File: src/rtl/zqs_pkg.sv
package zqs_pkg;
  typedef enum logic [1:0] {
    STEP_HOLD  = 2'b00,
    STEP_UP    = 2'b01,
    STEP_DOWN  = 2'b10,
    STEP_HOLDX = 2'b11
  } step_req_e;
endpackage

File: src/rtl/zqs_eval_timer.sv
module zqs_eval_timer #(
  parameter int PERIOD = 64
) (
  input  logic clk,
  input  logic rst,
  output logic eval_o
);
  localparam int CW = (PERIOD > 1) ? $clog2(PERIOD) : 1;
  localparam logic [CW-1:0] LAST = CW'(PERIOD - 1);
  localparam bit POW2 = ((PERIOD & (PERIOD - 1)) == 0);

  logic [CW-1:0] cnt_q;

  generate
    if (POW2) begin : g_wrap
      always_ff @(posedge clk) begin
        if (rst) cnt_q <= '0;
        else     cnt_q <= cnt_q + 1'b1;
      end
    end else begin : g_cmp
      always_ff @(posedge clk) begin
        if (rst)                cnt_q <= '0;
        else if (cnt_q == LAST) cnt_q <= '0;
        else                    cnt_q <= cnt_q + 1'b1;
      end
    end
  endgenerate

  assign eval_o = (cnt_q == LAST);
endmodule

File: src/rtl/zqs_code_stepper.sv
module zqs_code_stepper
  import zqs_pkg::*;
#(
  parameter int CODE_W     = 5,
  parameter int RESET_CODE = 16
) (
  input  logic              clk,
  input  logic              rst,
  input  logic              eval_i,
  input  logic [1:0]        req_i,
  output logic [CODE_W-1:0] code_o
);
  localparam logic [CODE_W-1:0] TOP  = {CODE_W{1'b1}};
  localparam logic [CODE_W-1:0] INIT = CODE_W'(RESET_CODE);

  logic [CODE_W-1:0] code_q;
  step_req_e         req;

  assign req = step_req_e'(req_i);

  always_ff @(posedge clk) begin
    if (rst) begin
      code_q <= INIT;
    end else if (eval_i) begin
      case (req)
        STEP_UP:   if (code_q != TOP) code_q <= code_q + 1'b1;
        STEP_DOWN: if (code_q != '0)  code_q <= code_q - 1'b1;
        default:   code_q <= code_q;
      endcase
    end
  end

  assign code_o = code_q;
endmodule

File: src/rtl/zqs_settle_tracker.sv
module zqs_settle_tracker #(
  parameter int SETTLE_CYCLES = 4096
) (
  input  logic clk,
  input  logic rst,
  input  logic hiz_i,
  output logic calibrated_o
);
  localparam int SW = $clog2(SETTLE_CYCLES + 1);
  localparam logic [SW-1:0] DONE = SW'(SETTLE_CYCLES);

  logic [SW-1:0] cnt_q;
  logic          hiz_q;
  logic          cal_q;
  logic          settled;
  logic          entry;

  assign settled = (cnt_q == DONE);
  assign entry   = hiz_i && !hiz_q;

  always_ff @(posedge clk) begin
    if (rst) begin
      cnt_q <= '0;
      hiz_q <= 1'b1;
      cal_q <= 1'b0;
    end else begin
      if (!settled)         cnt_q <= cnt_q + 1'b1;
      hiz_q <= hiz_i;
      if (settled && entry) cal_q <= 1'b1;
    end
  end

  assign calibrated_o = cal_q;
endmodule

File: src/rtl/zq_step_ctrl.sv
module zq_step_ctrl #(
  parameter int CODE_W        = 5,
  parameter int RESET_CODE    = 16,
  parameter int EVAL_PERIOD   = 64,
  parameter int SETTLE_CYCLES = 4096
) (
  input  logic              clk,
  input  logic              rst,
  input  logic [1:0]        cmp_req_i,
  input  logic              bus_hiz_i,
  input  logic              oe_n_i,
  output logic [CODE_W-1:0] track_code_o,
  output logic [CODE_W-1:0] drive_code_o,
  output logic              calibrated_o
);
  localparam logic [CODE_W-1:0] INIT = CODE_W'(RESET_CODE);

  logic              eval;
  logic              hiz_now;
  logic [CODE_W-1:0] code;
  logic [CODE_W-1:0] drv_q;

  assign hiz_now = bus_hiz_i | oe_n_i;

  zqs_eval_timer #(.PERIOD(EVAL_PERIOD)) u_timer (
    .clk    (clk),
    .rst    (rst),
    .eval_o (eval)
  );

  zqs_code_stepper #(.CODE_W(CODE_W), .RESET_CODE(RESET_CODE)) u_step (
    .clk    (clk),
    .rst    (rst),
    .eval_i (eval),
    .req_i  (cmp_req_i),
    .code_o (code)
  );

  zqs_settle_tracker #(.SETTLE_CYCLES(SETTLE_CYCLES)) u_settle (
    .clk          (clk),
    .rst          (rst),
    .hiz_i        (hiz_now),
    .calibrated_o (calibrated_o)
  );

  always_ff @(posedge clk) begin
    if (rst)          drv_q <= INIT;
    else if (hiz_now) drv_q <= code;
  end

  assign track_code_o = code;
  assign drive_code_o = drv_q;
endmodule

File: config.mk
export PLATFORM = sky130hd
export DESIGN_NAME = zq_step_ctrl
export DESIGN_NICKNAME = d
export VERILOG_FILES = /design/src/rtl/zqs_pkg.sv /design/src/rtl/zqs_eval_timer.sv /design/src/rtl/zqs_code_stepper.sv /design/src/rtl/zqs_settle_tracker.sv /design/src/rtl/zq_step_ctrl.sv
export SDC_FILE = /design/constraint.sdc
export NUM_CORES = 1
export LEC_CHECK = 0
export ABC_AREA = 1
export BUFFER_PORTS_ARGS = -buffer_cell sky130_fd_sc_hd__buf_2
export CAP_MARGIN = 20
export CORE_MARGIN = 2
export CORE_UTILIZATION = 58
export DETAILED_ROUTE_END_ITERATION = 16
export PLACE_DENSITY = 0.77
export SYNTH_ARGS = -nofsm -noshare
export SYNTH_HDL_FRONTEND = slang
export SYNTH_HIERARCHICAL = 1
export SYNTH_SLANG_ARGS = --single-unit
File: constraint.sdc
create_clock -name clk -period 1.4 [get_ports clk]
set_input_delay 0.28 -clock clk [delete_from_list [all_inputs] [get_ports clk]]
set_output_delay 0.28 -clock clk [all_outputs]
set_load 0.01 [all_outputs]
After elaboration in Yosys (flattened, before gate mapping)
Index checks and enable logic that the tools add are counted.
Operators by class
  add/subtract/negate cells: 4
  equal/unequal tests: 7
  multiplexer cells: 3
  bitwise operators: 1
  reduce and logical (&&, ||, !) cells: 6
Operators with widths (count)
  $add A13 B1 Y13 const B: 1
  $eq A13 B13 Y1 const B: 1
  $mux W5: 2
  $pmux W5 S2: 1
  $add A6 B1 Y6 const B: 1
  $eq A6 B6 Y1 const B: 1
  $add A5 B1 Y5 const B: 1
  $ne A5 B5 Y1 const B: 1
  $reduce_bool A5 Y1: 1
  $sub A5 B1 Y5 const B: 1
  $ne A2 B1 Y1 const B: 2
  $reduce_and A4 Y1: 1
  $eq A2 B1 Y1 const B: 1
  $eq A2 B2 Y1 const B: 1
  $logic_and A1 B1 Y1: 2
  $reduce_bool A2 Y1: 1
  $logic_not A1 Y1: 1
  $or A1 B1 Y1: 1
Word-level totals
  register bits: 31
  bits of input ports: 6
  output and inout port bits: 11
  logic and storage cells: 27

Depth between registers and ports, before layout
Gate-level depths: netlist of the first run.
  word-level depth: 3
  depth in mapped cells: 12
  gate-level depth less buffers: 12

Hierarchy
Netlist of the first run, hierarchy kept.
Modules (own cells, without submodules)
  zqs_settle_tracker: times used 1, cells each 122, area each 782.0 um2, sequential area each 300.3 um2
  zqs_code_stepper: times used 1, cells each 75, area each 436.7 um2, sequential area each 100.1 um2
  zqs_eval_timer: times used 1, cells each 34, area each 246.5 um2, sequential area each 120.1 um2
  zq_step_ctrl: times used 1, cells each 33, area each 214.0 um2, sequential area each 100.1 um2

Worst setup path before layout of the first run
OpenSTA, ideal clock, no wires.
  path kind: input port to flip-flop
  start: in cmp_req_i[0]
  end: reg u_step.code_q[4], in the netlist u_step/code_o[4]
  setup time: 0.115 ns
  data arrival time: 1.213 ns
  required time: 1.285 ns
  setup slack: 0.072 ns
  cell stages on the path: 11
  path buffers: 0
  cells stage by stage: inv_2 nand2_2 inv_1 ha_1 nand4_1 nand2_1 inv_1 o21ai_1 nand2_1 nand3_1 nand2_1
On the way
  cells in the longest elaborated chain, start to end: 3
  elaborated cells between the ends (all ways): 7
  classes of those cells: 4 x eq/ne; 1 x mux; 2 x reduce/logical
RTL lines
  start: declaration: line zq_step_ctrl.sv:9  | input logic [1:0] cmp_req_i,
  $eq A2 B2 Y1 or $eq A2 B1 Y1 (tied branches): line zqs_code_stepper.sv:25  | case (req)
  $ne A2 B1 Y1 (no source line) or $reduce_bool A2 Y1 (tied branches)
  $reduce_and A4 Y1 (no source line)
  end signal: assignment: line zqs_code_stepper.sv:26  | STEP_UP: if (code_q != TOP) code_q <= code_q + 1'b1;
  end signal: assignment: line zqs_code_stepper.sv:27  | STEP_DOWN: if (code_q != '0) code_q <= code_q - 1'b1;
  end signal: assignment: line zqs_code_stepper.sv:28  | default: code_q <= code_q;
  end: declaration: line zqs_code_stepper.sv:16  | logic [CODE_W-1:0] code_q;
Parallel ways exist; a longest one is shown, timed or not.
A chain may end at the register's enable or synchronous reset.

Worst setup path in the final report of the first run
  start: reg u_step.code_q[3], in the netlist u_step/code_o[3]
  end: reg u_step.code_q[4], in the netlist u_step/code_o[4]
On the way
  cells in the longest elaborated chain, start to end: 3
  elaborated cells between the ends (all ways): 10
  classes of those cells: 2 x add/sub; 3 x eq/ne; 3 x mux; 2 x reduce/logical
RTL lines (line)
  $sub A5 B1 Y5 (tied with other cells): zqs_code_stepper.sv:27
  $mux W5 (tied with other cells): zqs_code_stepper.sv:27
  $pmux W5 S2 or $reduce_and A4 Y1 (tied branches)
Parallel ways exist; a longest one is shown, timed or not. The select of a mux whose other input is x is not followed.

==> out/qor.yml, run 1 <==
logic_synthesis:
  synth_most_common_cell: "nand2_1"
  synthFlopType: "dfxtp_1"
  synth_common_cells: "nand2_1 (61), nor2_1 (53), inv_1 (45)"
  syn_area_sq_um: 1680
  synth_edf_count: 0
  synth_cells: 264
  yosysSeqAreaShare_pct: 37.0
  synth_area_leaders: "dfxtp_1 (37%), nand2_1 (14%), nor2_1 (12%)"
  yosysTopAreaCell: "dfxtp_1"
  syn_area_per_cell_sq_um: 6.36
  synth_cell_type_count: 20
  synth-seq-cells: 31
  syn-num-nets: 275
  yosysWarnings: 6
  synthArstFlopShare_pct: 0
  synth_top_area_share_pct: 37.0
sta:
  setup_violations: 0
  drv_slew: 0
  fin_tns_setup_ns: 0
  finalHoldViolCount: 0
  period_share_pct: 94.1
  fin_crit_ns: 1.32
  maxSlewHeadroom_pct: 82.8
  rsz0062_at_grt: "no"
  worstMarginPinSlew_ns: 0.257
  max_freq_ghz: 0.759
  clock_skew_ns: 0.00817
power_and_ir_drop:
  power_density_nw_per_um2: 975
  swShare_pct: 22.1
  p_leak_nw: 0.998
  pwr-share-clk_pct: 44.7
  power_switching_uw: 432
  p_seq_share_pct: 47.0
  peakVddDrop_v: 0.000932
  combPwrFrac_pct: 8.3
  internal-power_mw: 1.52
  p_total_mw: 1.96
clock_network:
  cts_num_sinks: 31
  clk_pin_slew_worst_paths_ns: 0.10
  clk_root_buffer_cell: "clkbuf_4"
  cts_tree: "done"
  cts_buffers: 5
  clk_latency_ns: 0.33
  holdBufCountCts: 0
  cts_buffer_depth: 2
  htreeDepth: 2
worst_setup_path:
  cp-startpoint: "u_step/code_o[3]"
  critPathMaxFanout: 5
  r2r_start: "u_step/code_o[3]"
  r2r_slack_ns: 0.08
  endpoint: "u_step/code_o[4]"
  r2r_end: "u_step/code_o[4]"
  worstRegToRegCells: 8
  required_ns: 1.63
  critical_path_class: "reg2reg"
  worstSetupEndpointType: "flip-flop"
  crit_path_start_kind: "flip-flop"
  critPathArrivalTime_ns: 1.55
cells_and_area:
  syn_to_final_growth_pct: 19.4
  stdcell_count: 330
  drive_above_1_share_pct: 19.1
  final_core_util_pct: 72.7
  final_nets: 309
  fin_area_sq_um: 2010
  diodes: 0
global_route:
  antenna_found_initial: 0
  grt_pass1_wl_um: 5580
  grtUsageTotal_pct: 21.9
  grt_pass1_vias: 1380
  grt_max_degree: 15
  grt-ovfl-total: 0
detailed_routing:
  drt_iter0_markers: 79
  first_pass_iters: 4
  ant_nets: 0
  wl_um: 3490
  num_vias: 1616
  viasPerCell: 4.90
  drt-wirelength-per-cell_um: 10.6
  drc_errors: 0
die:
  die_x_um: 57.8
  start_util_pct: 60.9
  die_area_sq_um: 3340
  core_area_sq_um: 2760
  row_count: 19
  num_io_pins: 17
  dieHeight_um: 57.8
place:
  dp_cells: 321
  dp_hpwl_um: 2420
  gp_congestion: 0.879
  placed_area_sq_um: 1870
  port_buffers: 16
flow_run:
  cap_violations: 0
hold_path:
  hold_class: "in2reg"
status:
  status: "finished clean"
==> metal layers <==
metal / track usage (%) / wire length [um] / vias to the layer above
met5: 0 / 0 / -
met4: 10.3 / 41 / 0
met3: 4.46 / 114 / 4
met2: 40.1 / 1780 / 27
met1: 23.9 / 1560 / 709
li1: - / - / 876
==> layout by cell type, fill, tap and decap left out, types with 5 or more instances in the layout <==
cell type | synthesis | routed
nand2_2 | 6 | 8
o21ai_0 | 6 | 6
nand3_1 | 18 | 18
inv_1 | 45 | 45
ha_1 | 5 | 5
a21oi_1 | 11 | 11
buf_4 | 0 | 11
nor2_2 | 2 | 5
dfxtp_1 | 31 | 28
nor2_1 | 53 | 50
buf_2 | 0 | 16
nand2_1 | 61 | 59
clkbuf_4 | 0 | 5
==> cell families after synthesis <==
logic type               count (synthesis)  synth area share, %
AO/OA/AOI/OAI                           21                 6.26
XOR/XNOR                                 6                 3.13
adder cells (fa/ha/maj)                  5                 3.73
buffers and inverters                   49                 11.0
flip-flops                              31                 37.0
AND/OR/NAND/NOR                        152                 39.0
==> per-stage QoR <==
step           hold WS (ns)  setup WS (ns)
4_1_cts               0.261         0.0265
3_3_place_gp          0.433        -0.0121
3_5_place_dp          0.441        -0.0625
6_report              0.272         0.0831
2_1_floorplan         0.347         0.0724
5_1_grt               0.281         0.0174
==> power by group through the flow <==
stage | Sequential, mW | Combinational [mW] | Clock (mW)
floorplan | 0.940 | 0.100 | 0
global route | 0.921 | 0.187 | 0.923
global placement | 0.940 | 0.155 | 0
finish | 0.918 | 0.162 | 0.875
detailed placement | 0.940 | 0.159 | 0
CTS | 0.920 | 0.162 | 0.898
==> critical path: stages, from the launching register on <==
cell and delay [ns]:
dfxtp_1 0.37, ha_1 0.36, nand4_1 0.10, nand2_1 0.07, inv_1 0.05, o21ai_1 0.08, nand2_1 0.06, nand3_1 0.07
nand2_1 0.05
==> cell type report <==
| class | instances | area [sq um] |
|---|---|---|
| sequential | 31 | 627 |
| fill | 229 | 752 |
| inverter | 49 | 184 |
| timing repair buffer | 27 | 163 |
| multi-input combinational | 184 | 892 |
| clock buffer | 6 | 41.3 |
| tap | 31 | 38.8 |
| clock inverter | 2 | 60.1 |
==> how the worst min path moves through the flow <==
stage                     startpoint                    end  cells past startpoint
2_1_floorplan                    rst       u_timer/cnt_q[0]                      1
3_3_place_gp        u_timer/cnt_q[0]       u_timer/cnt_q[0]                      1
3_5_place_dp   u_settle/calibrated_o  u_settle/calibrated_o                      2
4_1_cts                    bus_hiz_i        drive_code_o[1]                      4
5_1_grt                    bus_hiz_i        drive_code_o[1]                      4
6_report                   bus_hiz_i        drive_code_o[1]                      4
==> flip-flops by register name, summed over array words and instances (netlist names) <==
| name | cells |
|---|---|
| u_settle/calibrated_o | 1 |
| u_settle/cnt_q | 13 |
| u_settle/hiz_q | 1 |
| drive_code_o | 5 |
| u_step/code_o | 5 |
| u_timer/cnt_q | 6 |
==> what timing repair did <==
action	CTS	global route
setup endpoints to repair	0	7
setup buffers	0	1
resized for setup	0	10
No activity file was read; power rests on OpenSTA's default activity.
==> run 2: changes to the inputs <==
ABC_AREA = not set   (was 1)
CORE_UTILIZATION = 57   (was 58)
PLACE_DENSITY = 0.76   (was 0.77)
==> run 2 against run 1 <==
Compared with the run above:
- the run now ends with negative setup slack left
- utilization grew 17 points
- largest power group unchanged
- hold slack gained 0.057 ns
- critical path depth shrank 4
- clock power shrank 16%
- synthesized cell count shrank 35%
- cell count shrank 16%
==> out/qor.yml, run 2 <==
logic_synthesis:
  synth_cells: 171  # was 264
  synth_cell_type_count: 50  # was 20
  yosysTopAreaCell: "dfxtp_1"  # unchanged
  synth_common_cells: "dfxtp_1 (31), a21oi_1 (16), nor2_1 (16)"  # was nand2_1 (61), nor2_1 (53), inv_1 (45)
  synth_area_leaders: "dfxtp_1 (39%), a21oi_1 (5.1%), ha_1 (4.0%)"  # was dfxtp_1 (37%), nand2_1 (14%), nor2_1 (12%)
  synth_most_common_cell: "dfxtp_1"  # was nand2_1
  syn_area_per_cell_sq_um: 9.21  # was 6.36 sq um
  syn-num-nets: 182  # was 275
  synth_top_area_share_pct: 39.4  # was 37.0%
  synth-seq-cells: 31  # unchanged
  yosysSeqAreaShare_pct: 39.4  # was 37.0%
  yosysWarnings: 6  # unchanged
  synth_edf_count: 0  # unchanged
  synthArstFlopShare_pct: 0  # unchanged
  synthFlopType: "dfxtp_1"  # unchanged
  syn_area_sq_um: 1580  # was 1680 sq um
power_and_ir_drop:
  p_total_mw: 1.88  # was 1.96 mW
  p_leak_nw: 0.943  # was 0.998 nW
  power_density_nw_per_um2: 782  # was 975 nW/um^2
  peakVddDrop_v: 0.000940  # was 0.000932 V
cells_and_area:
  final_nets: 255  # was 309
  top_regs: "u_settle/cnt_q (13), u_timer/cnt_q (6)"  # unchanged
  final_cell_mix: "buf_4 (50), dfxtp_1 (19), buf_2 (16)"  # was nand2_1 (59), nor2_1 (50), inv_1 (45)
  fin_area_sq_um: 2400  # was 2010 sq um
  final_common_cell: "buf_4"  # was nand2_1
  syn_to_final_growth_pct: 52.4  # was 19.4%
  largest_reg_flops: 13  # unchanged
  diodes: 0  # unchanged
  top_register: "u_settle/cnt_q"  # unchanged
  fill_cells: 126  # was 229
  drive_above_1_share_pct: 55.1  # was 19.1%
die:
  row_count: 19  # unchanged
  start_util_pct: 58.6  # was 60.9%
  die_x_um: 56.6  # was 57.8 um
  num_io_pins: 17  # unchanged
  dieHeight_um: 56.6  # was 57.8 um
  die_area_sq_um: 3200  # was 3340 sq um
  core_area_sq_um: 2690  # was 2760 sq um
status:
  violations: "negative setup slack"
  status: "finished with violations"  # was finished clean
detailed_routing:
  num_vias: 1699  # was 1,616
  first_pass_iters: 4  # unchanged
  viasPerCell: 6.16  # was 4.90
  wl_um: 4980  # was 3490 um
  drt_iter0_markers: 88  # was 79
  drt-wirelength-per-cell_um: 18.0  # was 10.6 um
  drc_errors: 0  # unchanged
  ant_nets: 0  # unchanged
hold_path:
  hold_class: "in2reg"  # unchanged
sta:
  period_share_pct: 129  # was 94.1%
  finalHoldViolCount: 0  # unchanged
  drv_slew: 0  # unchanged
  setup_violations: 14  # was 0
  max_freq_ghz: 0.552  # was 0.759 GHz
  worstMarginPinSlew_ns: 0.483  # was 0.257 ns
  finalWorstSetupSlack_ns: -0.412  # was 0.0831 ns
  hold_ws_ns: 0.328  # was 0.272 ns
  fin_tns_setup_ns: -2.65  # was 0 ns
  clock_skew_ns: 0.0134  # was 0.00817 ns
  rsz0062_at_grt: "yes"  # was no
  fin_crit_ns: 1.81  # was 1.32 ns
  maxSlewHeadroom_pct: 67.8  # was 82.8%
place:
  port_buffers: 16  # unchanged
  dp_hpwl_um: 2830  # was 2420 um
  gp_congestion: 0.896  # was 0.879
  dp_worst_setup_slack_ns: -0.600  # was -0.0625 ns
  placed_area_sq_um: 2040  # was 1870 sq um
clock_network:
  cts_tree: "done"  # unchanged
  cts_buffers: 5  # unchanged
  cts_buffer_depth: 2  # unchanged
  cts_num_sinks: 31  # unchanged
  clk_pin_slew_worst_paths_ns: 0.10  # about the same
  clk_root_buffer_cell: "clkbuf_4"  # unchanged
  htreeDepth: 2  # unchanged
  clk_latency_ns: 0.34  # was 0.33 ns
global_route:
  grt_pass1_vias: 1664  # was 1,380
  grt-ovfl-total: 0  # unchanged
  antenna_found_initial: 0  # unchanged
  grtUsageTotal_pct: 29.4  # was 21.9%
  grt_max_degree: 25  # was 15
  grt_pass1_wl_um: 7280  # was 5580 um
worst_setup_path:
  critPathMaxFanout: 6  # was 5
  worstSetupEndpointType: "flip-flop"  # unchanged
  critical_path_class: "reg2reg"  # unchanged
  critPathArrivalTime_ns: 2.02  # was 1.55 ns
  required_ns: 1.61  # was 1.63 ns
  crit_path_start_kind: "flip-flop"  # unchanged
flow_run:
  cap_violations: 0  # unchanged
==> run 2: cell count changes after synthesis, sizes merged, moves of 4 or more <==
cell / before / now
a21oi: 11 / 16
nand2: 68 / 5
nor2b: 0 / 5
or3b: 0 / 4
or4: 0 / 6
o31ai: 0 / 6
inv: 48 / 7
nor2: 57 / 16
nand3: 18 / 5
nor4: 0 / 5
or3: 0 / 5
==> run 2: area by class of cell <==
class                      count  area [sq um]  share of cell area (%)
multi-input combinational    129          1100                    45.9
clock buffer                   6          51.3                    2.14
clock inverter                 2          35.0                    1.46
tap                           31          38.8                    1.62
sequential                    31           643                    26.8
inverter                       7          31.3                    1.30
timing repair buffer          70           500                    20.8
==> run 2: timing repair <==
item / CTS / global route
gates resized for setup: 25 / 24
pin swaps: 20 / 11
hold buffers: 0 / 0
setup endpoints to repair: 14 / 17
setup buffers: 2 / 7
==> run 2: final timing paths <==
path	from	to	slack, ns	cells past startpoint
worst max-delay path	u_step/code_o[1]	u_step/code_o[4]	-0.41	4
worst min register to register	drive_code_o[4]	drive_code_o[4]	0.49	1
worst max register to register	u_step/code_o[1]	u_step/code_o[4]	-0.41	4
worst min-delay path	bus_hiz_i	drive_code_o[0]	0.33	3
==> run 2: cell families after synthesis <==
family,after synthesis,synth area share [%]
simple gates,70,28.2
compound gates,44,18.8
flops,31,39.4
buf+inv,11,3.18
xor+xnor,7,4.37
fa+ha+maj,5,3.97
mux,3,2.07
==> run 2: layer usage <==
layer,part of all wire (%),track usage (%),vias up
met4,5.0,14.6,0
met5,0,0,-
li1,-,-,789
met1,40,32.4,804
met3,5.3,8.53,29
met2,50,50.8,77
==> run 2: worst max-delay path, cell delays in order (launching register included) <==
cell      delay, ns
dfxtp_4        0.38
or4_4          0.56
o311ai_4       0.33
nor3_1         0.09
or3_1          0.34
==> run 2: through the flow <==
stage,util (%),instances
2_1_floorplan,-,171
3_3_place_gp,75.9,259
3_5_place_dp,75.9,259
4_1_cts,83.8,269
5_1_grt,89.4,276
6_report,89.4,276
==> run 2: where the power goes <==
group	leakage [nW]	switching, mW	internal, mW	total (mW)
clock	0.0482	0.315	0.422	0.736
combinational	0.637	0.113	0.112	0.225
sequential	0.258	0.0199	0.897	0.916
==> run 3: changes to the inputs <==
CORE_UTILIZATION = 58   (was 57)
CTS_BUF_LIST = sky130_fd_sc_hd__clkbuf_8   (was not set)
PLACE_DENSITY = 0.77   (was 0.76)
==> run 3 against run 2 <==
Compared with the run above:
- the run now fails in global routing
- synthesized cell count stayed put
- area after synthesis did not move
==> out/qor.yml, run 3 <==
logic_synthesis:
  yosysTopAreaCell: "dfxtp_1"  # unchanged
  synth_top_family_by_area: "simple AND/OR/NAND/NOR gates"  # unchanged
  syn_area_per_cell_sq_um: 9.21  # unchanged
  yosysSeqAreaShare_pct: 39.4  # unchanged
  synth-compound-area-share_pct: 18.8  # unchanged
  synth_area_leaders: "dfxtp_1 (39%), a21oi_1 (5.1%), ha_1 (4.0%)"  # unchanged
  synthArstFlopShare_pct: 0  # unchanged
  syn_area_sq_um: 1580  # unchanged
  synth_most_common_cell: "dfxtp_1"  # unchanged
  synth_common_cells: "dfxtp_1 (31), a21oi_1 (16), nor2_1 (16)"  # unchanged
  synth_xor_area_share_pct: 4.37  # unchanged
  synth_edf_count: 0  # unchanged
  synth_top_area_share_pct: 39.4  # unchanged
  syn-num-nets: 182  # unchanged
  synth-simple-area-share_pct: 28.2  # unchanged
  synth-adder-area-share_pct: 3.97  # unchanged
  synthMuxAreaShare_pct: 2.07  # unchanged
  synth-seq-cells: 31  # unchanged
  synth_cell_type_count: 50  # unchanged
  yosysWarnings: 6  # unchanged
  synthFlopType: "dfxtp_1"  # unchanged
  synth_cells: 171  # unchanged
clock_network:
  htreeDepth: 2  # unchanged
  cts_num_sinks: 31  # unchanged
  cts_buffer_depth: 2  # unchanged
  clk_root_buffer_cell: "clkbuf_8"  # was clkbuf_4
  cts_buffers: 5  # unchanged
sta:
  worst-ep-kind: "sequential cell input"
  postGrtWorstEndpoint: "u_step/code_o[4]$_SDFFE_PP1P_/D"
die:
  dieHeight_um: 56.1  # was 56.6 um
  die_x_um: 56.1  # was 56.6 um
  start_util_pct: 62.5  # was 58.6%
  row_count: 18  # was 19
  num_io_pins: 17  # unchanged
place:
  dp_worst_setup_slack_ns: -0.638  # was -0.600 ns
  port_buffers: 16  # unchanged
  dp_cells: 259  # unchanged
  gp_congestion: 0.839  # was 0.896
  dp_hpwl_um: 2970  # was 2830 um
status:
  haltStage: "global routing"
  error: "[ERROR DPL-0038] Utilization greater than 100%, impossible to legalize"
  status: "stopped before the end"  # was finished with violations
global_route:
  grt_max_degree: 26
[run 3: cell counts after synthesis]
Identical to the previous run, type by type.
[run 3: what timing repair did]
item | in CTS
hold buffers | 0
buffers inserted | 6
gates resized for setup | 32
endpoints found under the setup margin | 12
pin swaps | 21
[run 3: kinds of logic after synthesis]
group / Yosys count
and+or+nand+nor: 70
AOI/OAI and AO/OA: 44
DFF: 31
buffers and inverters: 11
xor gates and xnor gates: 7
adders and majority gates: 5
muxes: 3
[run 3: stage by stage]
stage / instance area, sq um / utilization, %
after global placement: 2040 / 81.1
after CTS: 2350 / 93.0
after floorplan: 1610 / -
after detailed placement: 2040 / 81.1
==> run 4: changes to the inputs <==
CORE_UTILIZATION = 40   (was 58)
CTS_BUF_LIST = not set   (was sky130_fd_sc_hd__clkbuf_8)
PLACE_DENSITY = not set   (was 0.77)
PLACE_DENSITY_LB_ADDON = 0.15   (was not set)
==> run 4 against run 3 <==
Compared with the run above:
- the flow now finishes, with violations (negative setup slack)
==> out/qor.yml, run 4 (synthesized netlist as in run 2, its figures left out) <==
clock_network:
  cts_buffers: 5  # unchanged
  clk_latency_ns: 0.29
  clk_pin_slew_worst_paths_ns: 0.06
  clk_root_buffer_cell: "clkbuf_8"  # unchanged
  cts_tree: "done"
  htreeDepth: 2  # unchanged
  cts_num_sinks: 31  # unchanged
  cts_buffer_depth: 2  # unchanged
worst_setup_path:
  critical_path_class: "reg2reg"
  r2r_end: "u_step/code_o[4]"
  critPathArrivalTime_ns: 1.91
  critPathSlowestCell: "or4_4"
  crit_path_start_kind: "flip-flop"
  required_ns: 1.57
  cp-startpoint: "u_step/code_o[0]"
  endpoint: "u_step/code_o[4]"
  worstRegToRegCells: 4
  r2r_start: "u_step/code_o[0]"
  path_cells: "or4_4 > o311ai_4 > nor3_1 > or3_1"
  crit_path_max_incr_delay_ns: 0.55
  critPathMaxFanout: 4
  r2r_slack_ns: -0.34
  worstSetupEndpointType: "flip-flop"
sta:
  clock_skew_ns: 0.00444
  fin_tns_setup_ns: -1.85
  worstMarginPinSlew_ns: 0.464
  hold_ws_ns: 0.385
  finalWorstSetupSlack_ns: -0.340
  max_freq_ghz: 0.575
  period_share_pct: 124
  drv_slew: 0
  maxSlewHeadroom_pct: 69.1
  rsz0062_at_grt: "yes"
  setup_violations: 10
  finalHoldViolCount: 0
  fin_crit_ns: 1.74
power_and_ir_drop:
  swShare_pct: 24.3
  internal-power_mw: 1.46
  power_switching_uw: 467
  pwr-share-clk_pct: 41.4
  power_density_nw_per_um2: 813
  p_seq_share_pct: 47.6
  combPwrFrac_pct: 11.0
  peakVddDrop_v: 0.000658
  p_leak_nw: 0.954
cells_and_area:
  final_cell_mix: "buf_4 (55), dfxtp_1 (19), buf_2 (16)"
  largest_reg_flops: 13
  top_register: "u_settle/cnt_q"
  drive_above_1_share_pct: 50.4
  syn_to_final_growth_pct: 50.3
  final_nets: 256
  multi_input_area_sq_um: 1040
  stdcell_count: 294
  final_common_cell: "buf_4"
  top_regs: "u_settle/cnt_q (13), u_timer/cnt_q (6)"
  diodes: 0
  fill_cells: 304
  seq_area_sq_um: 641
  final_core_util_pct: 63.7
die:
  core_area_sq_um: 3720
  dieHeight_um: 66.8  # was 56.1 um
  start_util_pct: 42.4  # was 62.5%
  num_io_pins: 17  # unchanged
  row_count: 22  # was 18
  die_x_um: 66.8  # was 56.1 um
  die_area_sq_um: 4460
status:
  violations: "negative setup slack"
  status: "finished with violations"  # was stopped before the end
detailed_routing:
  wl_met1_um: 1870
  dr_wl_met2_um: 2120
  first_pass_iters: 4
  drt_iter0_markers: 59
  top_layer_used: "met4"
  wl_met3_um: 110
  ant_nets: 0
  drc_errors: 0
  num_vias: 1550
  wl_um: 4200
  viasPerCell: 5.27
  drt-wirelength-per-cell_um: 14.3
global_route:
  antenna_found_initial: 0
  grtUsageTotal_pct: 21.0
  grt-ovfl-total: 0
  grt_pass1_wl_um: 7020
  grt_max_degree: 26
  grt_pass1_vias: 1557
place:
  dp_cells: 279  # was 259
  dp_hpwl_um: 2880  # was 2970 um
  port_buffers: 16  # unchanged
  gp_congestion: 0.833  # was 0.839
flow_run:
  cap_violations: 0
hold_path:
  hold_class: "in2reg"
## run 4: layer usage
layer / up-vias / track usage [%]
met1: 731 / 24.9
met2: 24 / 35.9
met5: - / 0
met4: 0 / 9.69
met3: 10 / 4.56
li1: 785 / -
## run 4: worst min-delay path by stage
stage,startpoint,to,slack (ns),cells past startpoint
3_5_place_dp,drive_code_o[4],drive_code_o[4],0.45,1
6_report,bus_hiz_i,drive_code_o[1],0.38,3
4_1_cts,oe_n_i,drive_code_o[1],0.38,3
2_1_floorplan,rst,u_step/code_o[1],0.34,1
5_1_grt,bus_hiz_i,drive_code_o[3],0.42,3
3_3_place_gp,drive_code_o[4],drive_code_o[4],0.44,1
## run 4: cell type report
type	count	area share, %
Sequential cell	31	27.1
Clock buffer	7	4.07
Timing Repair Buffer	71	20.8
Clock inverter	1	0.317
Inverter	7	1.11
Tap cell	48	2.54
Multi-Input combinational cell	129	44.1
## run 4: worst max-delay path, delay by kind of cell, from the launching register on
kind,cells,cell delay (ns)
AO/OA/AOI/OAI,1,0.31
flip-flops,1,0.33
AND/OR/NAND/NOR,3,0.99
## run 4: timing repair
action | 4_1_cts | 5_1_grt
gates resized for setup | 16 | 14
setup endpoints to repair | 12 | 15
hold buffers | 0 | 0
buffers inserted | 3 | 4
pin swaps | 12 | 6
## run 4: through the flow
step	worst slack (ns)	area (sq um)	power (mW)
CTS	-0.335	2280	1.93
detailed placement	-0.597	2080	1.11
finish	-0.340	2370	1.93
floorplan	-0.491	1610	1.02
global placement	-0.542	2080	1.11
global route	-0.443	2370	2.00
## run 4: power by group through the flow
stage / sequential, mW / clock [mW] / combinational (mW)
after floorplan: 0.935 / 0 / 0.0842
after global routing: 0.918 / 0.847 / 0.232
after detailed placement: 0.934 / 0 / 0.181
after CTS: 0.915 / 0.811 / 0.200
final: 0.916 / 0.797 / 0.212
after global placement: 0.933 / 0 / 0.174
